File: src/rtl/rxscr_pkg.sv
package rxscr_pkg;

    localparam int NUM_Q = 6;
    localparam int Q_W   = 3;

    localparam logic [31:0] ENT_MASK = 32'h3FFF_FFF7;

    localparam logic [15:0] ETYPE_V4  = 16'h0800;
    localparam logic [15:0] ETYPE_V6  = 16'h86DD;
    localparam logic [7:0]  PROTO_UDP = 8'd17;

    localparam int L2_HDR     = 14;
    localparam int V4_PROTO   = 9;
    localparam int V6_NH      = 6;
    localparam int V6_HDR     = 40;
    localparam int DPORT_OFS  = 2;
    localparam int V4_MIN_IHL = 5;

    typedef struct packed {
        logic           udp_en;
        logic           cls_en;
        logic [15:0]    port;
        logic [7:0]     cls;
        logic [Q_W-1:0] qnum;
    } scr_ent_t;

    typedef enum logic [1:0] {
        IPK_NONE = 2'd0,
        IPK_V4   = 2'd1,
        IPK_V6   = 2'd2
    } ip_kind_e;

    typedef struct packed {
        logic [7:0]  etype_hi;
        ip_kind_e    kind;
        logic [3:0]  ihl;
        logic [7:0]  cls;
        logic        cls_ok;
        logic        is_udp;
        logic [15:0] port;
        logic        port_ok;
    } hdr_st_t;

    typedef struct packed {
        logic [7:0]  cls;
        logic        cls_ok;
        logic        is_udp;
        logic [15:0] port;
        logic        port_ok;
    } fld_t;

    function automatic scr_ent_t word_to_ent(logic [31:0] w);
        scr_ent_t e;
        e.udp_en = w[29];
        e.cls_en = w[28];
        e.port   = w[27:12];
        e.cls    = w[11:4];
        e.qnum   = w[2:0];
        return e;
    endfunction

    function automatic logic [Q_W-1:0] clamp_q(logic [Q_W-1:0] q);
        return (int'(q) < NUM_Q) ? q : '0;
    endfunction

endpackage

File: src/rtl/scr_regfile.sv
module scr_regfile
    import rxscr_pkg::*;
#(
    parameter int               N_ENT  = 4,
    parameter int               ADDR_W = 12,
    parameter logic [ADDR_W-1:0] BASE  = 12'h500
) (
    input  logic                  clk,
    input  logic                  rst,
    input  logic [ADDR_W-1:0]     reg_addr,
    input  logic                  reg_we,
    input  logic [31:0]           reg_wdata,
    output logic [31:0]           reg_rdata,
    output scr_ent_t [N_ENT-1:0]  ent_o
);
    localparam int               IDX_W = (N_ENT > 1) ? $clog2(N_ENT) : 1;
    localparam logic [ADDR_W-1:0] SPAN = ADDR_W'(4 * N_ENT);

    logic [31:0]       ent_q [N_ENT];
    logic [ADDR_W-1:0] off;
    logic              hit;
    logic [IDX_W-1:0]  idx;

    always_comb begin
        off = reg_addr - BASE;
        hit = (reg_addr >= BASE) && (off < SPAN) && (off[1:0] == 2'b00);
        idx = off[IDX_W+1:2];
        reg_rdata = hit ? ent_q[idx] : 32'h0;
    end

    for (genvar i = 0; i < N_ENT; i++) begin : g_ent
        always_ff @(posedge clk) begin
            if (rst) begin
                ent_q[i] <= '0;
            end else if (reg_we && hit && (idx == IDX_W'(i))) begin
                ent_q[i] <= reg_wdata & ENT_MASK;
            end
        end

        assign ent_o[i] = word_to_ent(ent_q[i]);


        wr_capture_chk: assert property (@(posedge clk) disable iff (rst)
            (reg_we && hit && (idx == IDX_W'(i))) |=> (ent_q[i] == ($past(reg_wdata) & ENT_MASK)));
    end


    rsv_zero_chk: assert property (@(posedge clk) disable iff (rst)
        (reg_rdata & ~ENT_MASK) == 32'h0);

endmodule

File: src/rtl/scr_hdr_extract.sv
module scr_hdr_extract
    import rxscr_pkg::*;
#(
    parameter int CNT_W = 11
) (
    input  logic       clk,
    input  logic       rst,
    input  logic       rx_valid,
    input  logic       rx_sof,
    input  logic [7:0] rx_data,
    output fld_t       fld_o
);
    localparam logic [CNT_W-1:0] ONE       = CNT_W'(1);
    localparam logic [CNT_W-1:0] CNT_MAX   = '1;
    localparam logic [CNT_W-1:0] P_ET_HI   = CNT_W'(L2_HDR - 2);
    localparam logic [CNT_W-1:0] P_ET_LO   = CNT_W'(L2_HDR - 1);
    localparam logic [CNT_W-1:0] P_IP0     = CNT_W'(L2_HDR);
    localparam logic [CNT_W-1:0] P_IP1     = CNT_W'(L2_HDR + 1);
    localparam logic [CNT_W-1:0] P_V4_PR   = CNT_W'(L2_HDR + V4_PROTO);
    localparam logic [CNT_W-1:0] P_V6_NH   = CNT_W'(L2_HDR + V6_NH);
    localparam logic [CNT_W-1:0] P_V6_PORT = CNT_W'(L2_HDR + V6_HDR + DPORT_OFS);
    localparam logic [CNT_W-1:0] P_V4_PB   = CNT_W'(L2_HDR + DPORT_OFS);

    logic [CNT_W-1:0] cnt_q;
    logic [CNT_W-1:0] idx;
    logic [CNT_W-1:0] po;
    hdr_st_t          st_q;
    hdr_st_t          base;
    hdr_st_t          nxt;

    always_comb begin
        base = rx_sof ? '0 : st_q;
        idx  = rx_sof ? '0 : cnt_q;
        po   = (base.kind == IPK_V6) ? P_V6_PORT
                                     : P_V4_PB + CNT_W'({base.ihl, 2'b00});
        nxt  = base;

        if (idx == P_ET_HI) begin
            nxt.etype_hi = rx_data;
        end
        if (idx == P_ET_LO) begin
            if ({base.etype_hi, rx_data} == ETYPE_V4)      nxt.kind = IPK_V4;
            else if ({base.etype_hi, rx_data} == ETYPE_V6) nxt.kind = IPK_V6;
            else                                           nxt.kind = IPK_NONE;
        end
        if (idx == P_IP0) begin
            if (base.kind == IPK_V4) nxt.ihl = rx_data[3:0];
            if (base.kind == IPK_V6) nxt.cls[7:4] = rx_data[3:0];
        end
        if (idx == P_IP1) begin
            if (base.kind == IPK_V4) begin
                nxt.cls    = rx_data;
                nxt.cls_ok = 1'b1;
            end
            if (base.kind == IPK_V6) begin
                nxt.cls[3:0] = rx_data[7:4];
                nxt.cls_ok   = 1'b1;
            end
        end
        if ((base.kind == IPK_V4) && (idx == P_V4_PR)) begin
            nxt.is_udp = (rx_data == PROTO_UDP) && (int'(base.ihl) >= V4_MIN_IHL);
        end
        if ((base.kind == IPK_V6) && (idx == P_V6_NH)) begin
            nxt.is_udp = (rx_data == PROTO_UDP);
        end
        if ((base.kind != IPK_NONE) && (idx == po)) begin
            nxt.port[15:8] = rx_data;
        end
        if ((base.kind != IPK_NONE) && (idx == po + ONE)) begin
            nxt.port[7:0] = rx_data;
            nxt.port_ok   = 1'b1;
        end
    end

    always_ff @(posedge clk) begin
        if (rst) begin
            cnt_q <= '0;
            st_q  <= '0;
        end else if (rx_valid) begin
            st_q  <= nxt;
            cnt_q <= (idx == CNT_MAX) ? idx : idx + ONE;
        end
    end

    assign fld_o = '{cls:     nxt.cls,
                     cls_ok:  nxt.cls_ok,
                     is_udp:  nxt.is_udp,
                     port:    nxt.port,
                     port_ok: nxt.port_ok};


    sof_restart_chk: assert property (@(posedge clk) disable iff (rst)
        (rx_valid && rx_sof) |=> (cnt_q == ONE));


    cls_needs_ip_chk: assert property (@(posedge clk) disable iff (rst)
        st_q.cls_ok |-> (st_q.kind != IPK_NONE));

endmodule

File: src/rtl/scr_match.sv
module scr_match
    import rxscr_pkg::*;
#(
    parameter int N_ENT = 4
) (
    input  scr_ent_t [N_ENT-1:0] ent_i,
    input  fld_t                 fld_i,
    output logic [Q_W-1:0]       q_o
);
    logic [N_ENT-1:0] hit;
    logic [N_ENT-1:0] win;
    logic [Q_W-1:0]   sel;

    for (genvar i = 0; i < N_ENT; i++) begin : g_cmp
        logic udp_eq;
        logic cls_eq;
        assign udp_eq = fld_i.is_udp && fld_i.port_ok && (fld_i.port == ent_i[i].port);
        assign cls_eq = fld_i.cls_ok && (fld_i.cls == ent_i[i].cls);
        assign hit[i] = (ent_i[i].udp_en || ent_i[i].cls_en)
                     && (!ent_i[i].udp_en || udp_eq)
                     && (!ent_i[i].cls_en || cls_eq);


        always_comb begin
            no_enable_no_hit_chk: assert (ent_i[i].udp_en || ent_i[i].cls_en || !hit[i]);
        end
    end

    always_comb begin
        win = '0;
        sel = '0;
        for (int i = 0; i < N_ENT; i++) begin
            if (hit[i] && (win == '0)) begin
                win[i] = 1'b1;
                sel    = ent_i[i].qnum;
            end
        end
        q_o = clamp_q(sel);
    end


    always_comb begin
        win_onehot_chk: assert ($onehot0(win));
        win_in_hit_chk: assert ((win & ~hit) == '0);
    end

endmodule

File: src/rtl/rx_prio_screener.sv
module rx_prio_screener
    import rxscr_pkg::*;
#(
    parameter int N_ENT  = 4,
    parameter int ADDR_W = 12,
    parameter int CNT_W  = 11
) (
    input  logic              clk,
    input  logic              rst,
    input  logic [ADDR_W-1:0] reg_addr,
    input  logic              reg_we,
    input  logic [31:0]       reg_wdata,
    output logic [31:0]       reg_rdata,
    input  logic              rx_valid,
    input  logic              rx_sof,
    input  logic              rx_eof,
    input  logic [7:0]        rx_data,
    output logic              q_valid,
    output logic [Q_W-1:0]    q_num
);
    scr_ent_t [N_ENT-1:0] ents;
    fld_t                 fld;
    logic [Q_W-1:0]       q_sel;

    scr_regfile #(.N_ENT(N_ENT), .ADDR_W(ADDR_W), .BASE(ADDR_W'(12'h500))) u_regs (
        .clk       (clk),
        .rst       (rst),
        .reg_addr  (reg_addr),
        .reg_we    (reg_we),
        .reg_wdata (reg_wdata),
        .reg_rdata (reg_rdata),
        .ent_o     (ents)
    );

    scr_hdr_extract #(.CNT_W(CNT_W)) u_ext (
        .clk      (clk),
        .rst      (rst),
        .rx_valid (rx_valid),
        .rx_sof   (rx_sof),
        .rx_data  (rx_data),
        .fld_o    (fld)
    );

    scr_match #(.N_ENT(N_ENT)) u_match (
        .ent_i (ents),
        .fld_i (fld),
        .q_o   (q_sel)
    );

    assign q_valid = rx_valid && rx_eof;
    assign q_num   = q_valid ? q_sel : '0;


    q_range_chk: assert property (@(posedge clk) disable iff (rst)
        q_valid |-> (int'(q_num) < NUM_Q));


    q_strobe_chk: assert property (@(posedge clk) disable iff (rst)
        q_valid |-> (rx_valid && rx_eof));

endmodule

File: config.mk
export PLATFORM = sky130hd
export DESIGN_NAME = rx_prio_screener
export DESIGN_NICKNAME = d
export VERILOG_FILES = /design/src/rtl/rxscr_pkg.sv /design/src/rtl/scr_regfile.sv /design/src/rtl/scr_hdr_extract.sv /design/src/rtl/scr_match.sv /design/src/rtl/rx_prio_screener.sv
export SDC_FILE = /design/constraint.sdc
export NUM_CORES = 1
export LEC_CHECK = 0
export ABC_AREA = 0
export BUFFER_PORTS_ARGS = -buffer_cell sky130_fd_sc_hd__buf_2
export CORE_UTILIZATION = 55
export CTS_CLUSTER_SIZE = 40
export DETAILED_ROUTE_END_ITERATION = 10
export MAX_ROUTING_LAYER = met4
export PLACE_DENSITY_LB_ADDON = 0.25
export SLEW_MARGIN = 30
export SYNTH_ARGS = -nofsm -noshare
export SYNTH_HDL_FRONTEND = slang
export SYNTH_HIERARCHICAL = 1
export SYNTH_SLANG_ARGS = --single-unit
File: constraint.sdc
create_clock -name clk -period 13.55 [get_ports clk]
set_input_delay 2.0325 -clock clk [delete_from_list [all_inputs] [get_ports clk]]
set_output_delay 2.0325 -clock clk [all_outputs]
set_load 0.05 [all_outputs]
Word-level counts from Yosys, hierarchy flattened:

Memory sizes are Yosys's and may differ from the RTL's.
Cells that the tools add are included.

* register bits: 52
* bits in writable memories: 116
* output and inout port bits: 36
* logic and storage cells: 152
* memories kept: 1

* $add $sub $neg: 4
* magnitude comparators: 4
* equal/unequal tests: 25
* multiplexer cells: 46
* bitwise operators: 5
* reductions and logical operators: 58

Memory list
* u_regs.ent_q: depth 4, width 29, rd ports 5, clocked after memory_dff 0, write ports 4, line scr_regfile.sv:19 `logic [31:0] ent_q [N_ENT];`

Operators by type and width (count)
* two-way mux 29 bit: 4
* equality test 16 bit: 4
* equality test 11 x 4 -> 1 bit (second input constant): 4
* two-way mux 41 bit: 1
* logical AND 1 bit: 33
* two-way mux 11 bit: 3
* equality test 8 bit: 4
* two-way mux 32 bit: 1
* two-way mux 9 bit: 3
* two-way mux 8 bit: 3
* adder 11 x 1 -> 11 bit (second input constant): 2
* equality test 11 bit: 2
* equality test 11 x 5 -> 1 bit (second input constant): 2
* two-way mux 1 bit: 19
* two-way mux 3 bit: 6
* equality test 16 x 12 -> 1 bit (second input constant): 1
* equality test 16 bit (second input constant): 1
* greater-or-equal comparator 12 x 11 -> 1 bit (second input constant): 1
* logical OR 1 bit: 12
* less-than comparator 12 x 5 -> 1 bit (second input constant): 1
* subtractor 12 x 11 -> 12 bit (second input constant): 1
* equality test 11 bit (second input constant): 1
* equality test 8 x 5 -> 1 bit (second input constant): 1
* zero test 1 bit: 8
* other kinds (13): 24

Depth between registers and ports, before layout:

Gate-level depths: netlist of run 1.

* word-level depth: 25
* gate-level depth with buffers: 21
* gate-level depth less buffers: 18

By module:

Netlist of run 1, hierarchy kept.

By module, submodules not included
* scr_regfile: instances 1, cells an instance 418, area an instance 5646.7 um2, sequential area each 3483.3 um2
* scr_hdr_extract: instances 1, cells an instance 413, area an instance 3627.2 um2, sequential area each 1041.0 um2
* scr_match: instances 1, cells an instance 171, area an instance 1328.8 um2, sequential area each 0.0 um2
* rx_prio_screener: instances 1, cells an instance 4, area an instance 26.3 um2, sequential area each 0.0 um2

Worst setup path after synthesis of run 1:

No wires, ideal clock.

* path kind: input port to output port
* start: input rx_sof
* end: output q_num[1]
* arrival time: 6.653 ns
* path slack: 4.865 ns
* stages: 21
* buffers on the path: 5
* cells stage by stage: buf_4 > clkbuf_1 > clkbuf_1 > nor2b_1 > ha_1 > and3b_1 > o21ai_0 > a211o_2 > o31a_4 > buf_6 > a22o_2 > buf_4 > xor2_1 > nor4_1 > nand4_1 > nor4_1 > o21ai_0 > a2111o_1 > o21ai_0 > nor2b_1 > and3_1

RTL lines
* start, declared: line rx_prio_screener.sv:15 `input logic rx_sof,`
* end, declared: line rx_prio_screener.sv:19 `output logic [Q_W-1:0] q_num`

==> flow_summary.toml, run 1 <==
[routing]
dr_wl_met3_um = 2280
highest_layer = "met4"
drc_errors = 0
wl_per_cell_um = 21.7
drt_pass1_iterations = 6
wl_met2_um = 13300
drtIter0Drc = 911
vias = 8459
postRouteAntennaNets = 0
wl_um = 27800
vias_per_cell = 6.58
m1WireLength_um = 11800

[grt]
grt_pass1_wl_um = 44000
grt_usage_pct = 29.8
grt_pass1_vias = 8072
grt_max_degree = 117
grt_overflow = 0
antenna_found_initial = 0

[die]
initial_utilization_pct = 56.4
fp-row-count = 50
dieArea_um2 = 19900
fp.dieH_um = 141
ios = 94
core_area_um2 = 18800
die_x_um = 141

[synthesis]
async_reset_ff_share_pct = 0
synthXorXnorAreaFrac_pct = 8.32
synth_fa_ha_area_share_pct = 0.706
ys_ff_latch = 168
synth_compound_area_share_pct = 11.8
yosys.area_share.simple_pct = 23.1
synth.avg_cell_area_um2 = 10.6
ys_seq_area_share_pct = 42.6
synth_top_family_by_area = "simple AND/OR/NAND/NOR gates"
synth_mux_area_share_pct = 6.62
ys.flop_type = "edfxtp_1"
synth_edf_count = 116
synth_area_um2 = 10600
ys_types = 89
netlist_instances = 1006
ys_warn_count = 6

[sta]
rsz0062_at_grt = "no"
slew_headroom_pct = 36.7
min_period_ps = 9990
worst_slew_pin_slew_ps = 946
finalMaxSlewViolations = 0
setup_tns_ps = 0
setup_viol = 0
hold_violations = 0
fin_crit_sh_pct = 73.8
fmax_mhz = 100
clock_skew_ps = 7.91
holdWs_ps = 458

[run_status]
status = "finished, final reports clean"

[setup_path]
rr_startpoint = "u_ext/st_q[32]$_SDFFE_PP0P_"
reg2reg_to = "u_ext/st_q[10]$_SDFFE_PP0P_"
cp_common_cell = "o21ai_0"
arrival_ps = 7960
cp.depth = 19
path_cells = "buf_2 -> clkinv_1 -> nand2_1 -> ha_1 -> nor2_1 -> o21ai_0 -> a211oi_4 -> a41oi_4 -> a22o_1 -> xor2_1 -> nor4_1 -> nand4_1 -> nor4_1 -> o21ai_0 -> a2111o_1 -> o21ai_0 -> nor2b_1 -> and3_1 -> buf_2"
r2r_setup_slack_ps = 10410
crit_family = "compound AO/OA/AOI/OAI gates"
startpoint_type = "primary input"
cp.required_ps = 11520
endpoint_kind = "output pin"
reg2reg_depth = 5
critical_path.startpoint = "rx_sof"
slowest_stage = "a211oi_4"
cpPeakStageDelay_ps = 850
endpoint = "q_num[1]"
path_buf_inv = 3
crit_type = "primary input to output pin"
crit_path_max_fanout = 27

[power_and_ir_drop]
leakage_nw = 4.17
pwr-share-clk_pct = 41.1
worst_ir_drop_vdd_mv = 0.0903
p_per_area_nw_per_um2 = 102
sequentialPowerShare_pct = 49.4
p_total_w = 0.00117
internal_power_w = 0.000879
power_switching_w = 0.000295
swShare_pct = 25.1
pwr-share-comb_pct = 9.6

[flow_run]
cap_violations = 0

[layout]
fin_area_um2 = 11500
final_cell_mix = "nor4_1 (131), edfxtp_1 (116), buf_2 (87)"
drive_above_1_share_pct = 20.8
antenna_cells = 0
area_growth_pct = 7.78
final_net_count = 1076
fin_cells = 1285
final_common_cell = "nor4_1"

[clock_network]
cts-root-buf = "clkbuf_16"
ctsHtreeMaxLevel = 4
numCtsBuffers = 17
max-clock-path-buffers = 2
cts_sinks = 168
clock_latency_ps = 430
cts_tree = "yes"
ctsHoldBuffers = 0
post-cts-setup-buffers = 0
clkTransAtPathRegs_ps = 70
cts_resized = 0

[place]
place_hpwl_um = 17600
place.gp.congestion = 0.927
placed_area_um2 = 10900
dp_cells = 1253
port_buffers = 87

[worst_hold_path]
hp-class = "register to register"
[tightest hold or removal path: cells and delay by family, from the launching register on]
| kind | cells | cell delay (ps) |
|---|---|---|
| DFF | 1 | 310 |
| and+or+nand+nor | 1 | 50 |
| AOI/OAI and AO/OA | 1 | 50 |
[flip-flops by register name, summed over array words and instances (netlist names)]
name          flops
u_regs/ent_q    116
u_ext/st_q       41
u_ext/cnt_q      11
[how the worst min path moves through the flow]
stage                                      from                           to  depth (start not counted)
finish              u_ext/st_q[18]$_SDFFE_PP0P_  u_ext/st_q[18]$_SDFFE_PP0P_                          2
global route        u_ext/st_q[18]$_SDFFE_PP0P_  u_ext/st_q[18]$_SDFFE_PP0P_                          2
CTS                 u_ext/st_q[18]$_SDFFE_PP0P_  u_ext/st_q[18]$_SDFFE_PP0P_                          2
detailed placement  u_ext/st_q[18]$_SDFFE_PP0P_  u_ext/st_q[18]$_SDFFE_PP0P_                          2
global placement    u_ext/st_q[18]$_SDFFE_PP0P_  u_ext/st_q[18]$_SDFFE_PP0P_                          2
floorplan           u_ext/st_q[18]$_SDFFE_PP0P_  u_ext/st_q[18]$_SDFFE_PP0P_                          2
[kinds of logic after synthesis]
kind of cell | Yosys count
AND/OR/NAND/NOR | 425
flip-flops | 168
AO/OA/AOI/OAI | 142
buffers and inverters | 129
XOR/XNOR | 101
multiplexers | 34
adder cells (fa/ha/maj) | 6
other | 1
[stage by stage]
stage	setup slack (ps)	util [%]
after floorplan	4860	-
after CTS	3650	60.8
final	3560	60.8
after global routing	3160	60.8
after detailed placement	3650	57.8
after global placement	3700	57.4
[power by group through the flow]
stage / combinational, W / clock, W / sequential, W
finish: 0.000112 / 0.000482 / 0.000579
floorplan: 0.0000769 / 0 / 0.000586
global placement: 0.000109 / 0 / 0.000590
detailed placement: 0.000110 / 0 / 0.000591
CTS: 0.000111 / 0.000488 / 0.000579
global route: 0.000120 / 0.000509 / 0.000581
[area by class of cell]
class                      instances  area (um^2)
clock buffer                      18          429
multi-input combinational        711         5400
fill                            1554         7370
sequential                       168         4520
timing repair buffer             102          588
inverter                          12         45.0
tap                              260          325
clock inverter                    14          146
[per-layer routing]
layer / up-vias / track usage, %
met5: - / -
met2: 420 / 46.1
met3: 46 / 5.74
met1: 4128 / 39.7
met4: 0 / 9.32
li1: 3865 / -
[cell usage after synthesis, types with 18 or more instances]
| cell | count | area share, % |
|---|---|---|
| nand2_1 | 83 | 2.9 |
| nor2b_1 | 21 | 1.2 |
| a41o_1 | 18 | 1.7 |
| xor2_1 | 56 | 4.6 |
| nand4_1 | 18 | 1.1 |
| xnor2_1 | 45 | 3.7 |
| and2_1 | 31 | 1.8 |
| nor3b_1 | 20 | 1.4 |
| clkbuf_1 | 49 | 1.7 |
| buf_4 | 36 | 2.5 |
| mux4_2 | 29 | 6.1 |
| dfxtp_1 | 52 | 9.8 |
| nor4_1 | 133 | 7.8 |
| edfxtp_1 | 116 | 33 |
| nor2_1 | 34 | 1.2 |
| nand3_1 | 20 | 0.94 |
Note: power is estimated with default switching activity, not from simulation.
==> inputs of run 2 (changes only) <==
==> constraint.sdc (replaced) <==
create_clock -name clk -period 8.2 [get_ports clk]
set_input_delay 1.23 -clock clk [delete_from_list [all_inputs] [get_ports clk]]
set_output_delay 1.23 -clock clk [all_outputs]
set_load 0.05 [all_outputs]
==> run 2 against run 1 <==
Net effect:
- clock skew about the same
- sequential share of layout area down 0.069 points
- utilization up 0.11 points
- cell area up 0.17%
- critical path depth unchanged
- setup slack worse by 2900 ps
==> flow_summary.toml, run 2 (synthesized netlist as in run 1, its figures left out) <==
[power_and_ir_drop]
pwr-share-comb_pct = 9.6
worst_ir_drop_vdd_mv = 0.142
sequentialPowerShare_pct = 49.3
internal_power_w = 0.00145
pwr-share-clk_pct = 41.1
leakage_nw = 4.18
p_per_area_nw_per_um2 = 169
power_switching_w = 0.000491
swShare_pct = 25.2

[sta]
fin_crit_sh_pct = 91.6
fmax_mhz = 133
hold_violations = 0
finalMaxSlewViolations = 0
min_period_ps = 7510
slew_headroom_pct = 41.7
worst_slew_pin_slew_ps = 872
clock_skew_ps = 7.93
holdWs_ps = 464
setup_viol = 0
setup_tns_ps = 0
rsz0062_at_grt = "no"
fin_ws_ps = 687

[setup_path]
endpoint_kind = "output pin"
cpPeakStageDelay_ps = 800
cp_common_cell = "o21ai_0"
startpoint_type = "primary input"
slowest_stage = "a211oi_4"
path_cells = "buf_2 -> clkinv_1 -> nand2_1 -> ha_1 -> nor2_1 -> o21ai_0 -> a211oi_4 -> a41oi_4 -> a22o_1 -> xor2_1 -> nor4_1 -> nand4_1 -> nor4_1 -> o21ai_0 -> a2111o_1 -> o21ai_0 -> nor2b_1 -> and3_1 -> buf_2"
arrival_ps = 6280
crit_path_max_fanout = 19
cp.required_ps = 6970
crit_type = "primary input to output pin"
critical_path.startpoint = "rx_sof"
rr_startpoint = "u_ext/st_q[32]$_SDFFE_PP0P_"

[clock_network]
post-cts-setup-buffers = 0
cts_tree = "yes"
max-clock-path-buffers = 2
ctsHoldBuffers = 0
cts_sinks = 168
cts_resized = 0
clkTransAtPathRegs_ps = 60
clock_latency_ps = 430
cts-root-buf = "clkbuf_16"
numCtsBuffers = 17
ctsHtreeMaxLevel = 4

[layout]
final_common_cell = "nor4_1"
final_cell_mix = "nor4_1 (133), edfxtp_1 (116), buf_2 (87)"
fillCellCount = 1559
area_growth_pct = 7.97
regMostFlops = "u_regs/ent_q"
drive_above_1_share_pct = 21.1
final_net_count = 1080
largestRegisters = "u_regs/ent_q: 116 flops, u_ext/st_q: 41 flops, u_ext/cnt_q: 11 flops"
largest_reg_flops = 116

[die]
die_x_um = 141
fp-row-count = 50
dieArea_um2 = 19900
ios = 94
fp.dieH_um = 141
initial_utilization_pct = 56.4
core_area_um2 = 18800

[routing]
vias_per_cell = 6.56
wl_per_cell_um = 21.5
wl_um = 27700
vias = 8456
postRouteAntennaNets = 0
drc_errors = 0
drtIter0Drc = 930
drt_pass1_iterations = 5

[grt]
antenna_found_initial = 0
grt_max_degree = 117
grt_usage_pct = 29.7
grt_overflow = 0
grt_pass1_vias = 7997
grt_pass1_wl_um = 43800

[place]
place_hpwl_um = 17500
pre_cts_ws_ps = 695
place.gp.congestion = 0.982
port_buffers = 87

[worst_hold_path]
hp-class = "register to register"
hold_start = "u_ext/st_q[18]$_SDFFE_PP0P_"

[flow_run]
cap_violations = 0

[run_status]
status = "finished, final reports clean"
-- run 2: changes by cell type in the layout (fill, tap and decap cells not counted), sizes merged --
cell / delta
diode: +1
clkbuf: +1
clkinv: -2
buf: +4
-- run 2: critical path, delay by kind of cell --
family	cells	cell delay (ps)
buf+inv	3	590
fa+ha+maj	1	260
simple gates	7	1330
xor+xnor	1	200
compound gates	7	2650
-- run 2: through the flow --
stage	area [um^2]	total power (W)	util, %	instances
5_1_grt	11500	0.00201	60.9	1288
6_report	11500	0.00194	60.9	1289
3_3_place_gp	10800	0.00116	57.6	1255
2_1_floorplan	10600	0.00110	-	1008
3_5_place_dp	10900	0.00116	57.7	1256
4_1_cts	11400	0.00195	60.8	1287
-- run 2: layout make-up --
class / instances / area, um^2 / share of cell area (%)
clock buffer: 19 / 433 / 3.77
clock inverter: 12 / 141 / 1.23
multi-input combinational: 711 / 5390 / 46.9
sequential: 168 / 4520 / 39.4
antenna: 1 / 2.50 / 0.0218
inverter: 12 / 45.0 / 0.392
tap: 260 / 325 / 2.83
timing repair buffer: 106 / 618 / 5.39
-- run 2: path summary, 6_finish.rpt --
| kind | to | slack [ps] | depth (start not counted) |
|---|---|---|---|
| setup / recovery | q_num[1] | 690 | 19 |
| hold reg to reg | u_ext/st_q[18]$_SDFFE_PP0P_ | 460 | 2 |
| hold / removal | u_ext/st_q[18]$_SDFFE_PP0P_ | 460 | 2 |
| setup reg to reg | u_ext/st_q[11]$_SDFFE_PP0P_ | 5180 | 5 |
-- run 2: power by group through the flow --
stage / clock network [W] / logic, W / registers [W]
5_1_grt: 0.000846 / 0.000199 / 0.000961
3_5_place_dp: 0 / 0.000182 / 0.000976
2_1_floorplan: 0 / 0.000127 / 0.000968
6_report: 0.000800 / 0.000187 / 0.000958
4_1_cts: 0.000808 / 0.000183 / 0.000957
3_3_place_gp: 0 / 0.000182 / 0.000975
-- run 2: per-layer routing --
metal  GRT usage (%)  share of wire [%]  vias up
li1                -                  -     3864
met1            40.3                 42     4119
met2            45.6                 47      433
met3            5.37                8.6       40
met4            8.52                1.8        0
met5               -                  0        -
==> inputs of run 3 (changes only) <==
--- a/config.mk
+++ b/config.mk
@@ -7,7 +7,7 @@
 export LEC_CHECK = 0
 export ABC_AREA = 0
 export BUFFER_PORTS_ARGS = -buffer_cell sky130_fd_sc_hd__buf_2
-export CORE_UTILIZATION = 55
+export CORE_UTILIZATION = 30
 export CTS_CLUSTER_SIZE = 40
 export DETAILED_ROUTE_END_ITERATION = 10
 export MAX_ROUTING_LAYER = met4
==> run 3 against run 2 <==
Net effect:
- cell area grew 2.5%
- sequential power is essentially flat
- register-to-register slack gained 80 ps
- clock skew shrank 2.5 ps
- utilization shrank 27 points
- via count shrank 2.1%
- non-clock buffer count grew 4
- total power grew 2.1%
- clock power grew 4.6%
- sequential share of layout area shrank 0.97 points
==> flow_summary.toml, run 3 (synthesized netlist as in run 1, its figures left out) <==
[routing]
drt_pass1_iterations = 7
wl_um = 31100
drc_errors = 0
vias_per_cell = 5.56
postRouteAntennaNets = 0
drtIter0Drc = 659
wl_per_cell_um = 20.9
vias = 8278

[grt]
grt_overflow = 0
grt_usage_pct = 17.9
grt_pass1_vias = 8038
grt_pass1_wl_um = 48300
antenna_found_initial = 1
grt_max_degree = 117

[die]
dieArea_um2 = 36200
fp.dieH_um = 190
core_area_um2 = 34700
ios = 94
initial_utilization_pct = 30.6
fp-row-count = 68
die_x_um = 190

[clock_network]
max-clock-path-buffers = 2
cts-root-buf = "clkbuf_16"
clock_latency_ps = 430
ctsHoldBuffers = 0
post-cts-setup-buffers = 0
clkTransAtPathRegs_ps = 70
cts_tree = "yes"
cts_resized = 0
ctsHtreeMaxLevel = 4
numCtsBuffers = 17
cts_sinks = 168

[layout]
final_cell_mix = "nor4_1 (133), edfxtp_1 (116), buf_2 (85)"
largestRegisters = "u_regs/ent_q: 116 flops, u_ext/st_q: 41 flops, u_ext/cnt_q: 11 flops"
drive_above_1_share_pct = 21.6
area_growth_pct = 10.7
antenna_cells = 0
largest_reg_flops = 116
regMostFlops = "u_regs/ent_q"
fin_cells = 1488
final_common_cell = "nor4_1"
final_net_count = 1084

[sta]
rsz0062_at_grt = "no"
hold_violations = 0
fmax_mhz = 133
finalMaxSlewViolations = 0
min_period_ps = 7510
setup_viol = 0
slew_headroom_pct = 35.9
worst_slew_pin_slew_ps = 959
clock_skew_ps = 5.39
setup_tns_ps = 0
fin_crit_sh_pct = 91.6

[setup_path]
cp_common_cell = "o21ai_0"
cp.required_ps = 6970
cpPeakStageDelay_ps = 860
startpoint_type = "primary input"
slowest_stage = "a211oi_4"
crit_path_max_fanout = 19
path_cells = "buf_2 -> clkinv_1 -> nand2_1 -> ha_1 -> nor2_1 -> o21ai_0 -> a211oi_4 -> and4_2 -> a22o_1 -> xor2_1 -> nor4_1 -> nand4_1 -> nor4_1 -> o21ai_0 -> a2111o_1 -> o21ai_0 -> nor2b_1 -> and3_1 -> buf_2"
crit_type = "primary input to output pin"
endpoint_kind = "output pin"
arrival_ps = 6280
crit_family = "compound AO/OA/AOI/OAI gates"
path_buf_inv = 3

[run_status]
status = "finished, final reports clean"

[place]
dp_cells = 1456
place.gp.congestion = 0.821
place_hpwl_um = 20200
port_buffers = 87

[power_and_ir_drop]
leakage_nw = 4.21
worst_ir_drop_vdd_mv = 0.137
p_per_area_nw_per_um2 = 169

[worst_hold_path]
hp-class = "register to register"

[flow_run]
cap_violations = 0
run 3: cell types whose count changed in the layout (fill, tap and decap cells not counted), sizes merged:
cell,delta
buf,+4
clkinv,+3
inv,+3
bufinv,-2
clkbuf,-2
clkinvlp,-1
diode,-1
run 3: report_power, final:
| group | internal [W] | leakage, nW | total (W) | switching (W) |
|---|---|---|---|---|
| combinational | 0.0000664 | 2.40 | 0.000191 | 0.000125 |
| sequential | 0.000934 | 1.52 | 0.000957 | 0.0000228 |
| clock | 0.000419 | 0.297 | 0.000837 | 0.000418 |
run 3: through the flow:
step	utilization, %	instance area, um^2	hold slack, ps	total power, W	worst slack (ps)
after global placement	32.1	11100	443	0.00117	696
after detailed placement	32.1	11100	452	0.00117	671
after floorplan	-	10600	436	0.00110	1120
final	33.9	11800	463	0.00198	688
after global routing	33.9	11800	501	0.00205	326
after CTS	33.9	11800	463	0.00200	659
run 3: worst paths after layout:
path | startpoint | endpoint | slack (ps) | depth (start not counted)
worst max-delay path | rx_sof | q_num[1] | 690 | 19
worst min-delay path | u_ext/st_q[18]$_SDFFE_PP0P_ | u_ext/st_q[18]$_SDFFE_PP0P_ | 460 | 2
worst max register to register | u_ext/st_q[29]$_SDFFE_PP0P_ | u_ext/st_q[12]$_SDFFE_PP0P_ | 5260 | 8
worst min register to register | u_ext/st_q[18]$_SDFFE_PP0P_ | u_ext/st_q[18]$_SDFFE_PP0P_ | 460 | 2
run 3: final cells by class:
cell class	count	area [um^2]
Multi-Input combinational cell	711	5390
Inverter	12	45.0
Clock inverter	15	195
Clock buffer	17	425
Tap cell	455	569
Fill cell	3599	22900
Sequential cell	168	4520
Timing Repair Buffer	110	621
run 3: worst register-to-register path, delay by kind of cell (launching register included):
| family | cells | cell delay, ps |
|---|---|---|
| and+or+nand+nor | 2 | 310 |
| buffers and inverters | 1 | 260 |
| adders and majority gates | 1 | 280 |
| AOI/OAI and AO/OA | 4 | 1570 |
| DFF | 1 | 390 |
run 3: metal layers:
layer	global-route usage [%]	vias to the layer above	part of all wire [%]
met2	27.3	283	46
met1	24.8	4084	47
met5	-	-	0
met4	4.71	0	1.6
met3	2.67	29	5.6
li1	-	3882	-
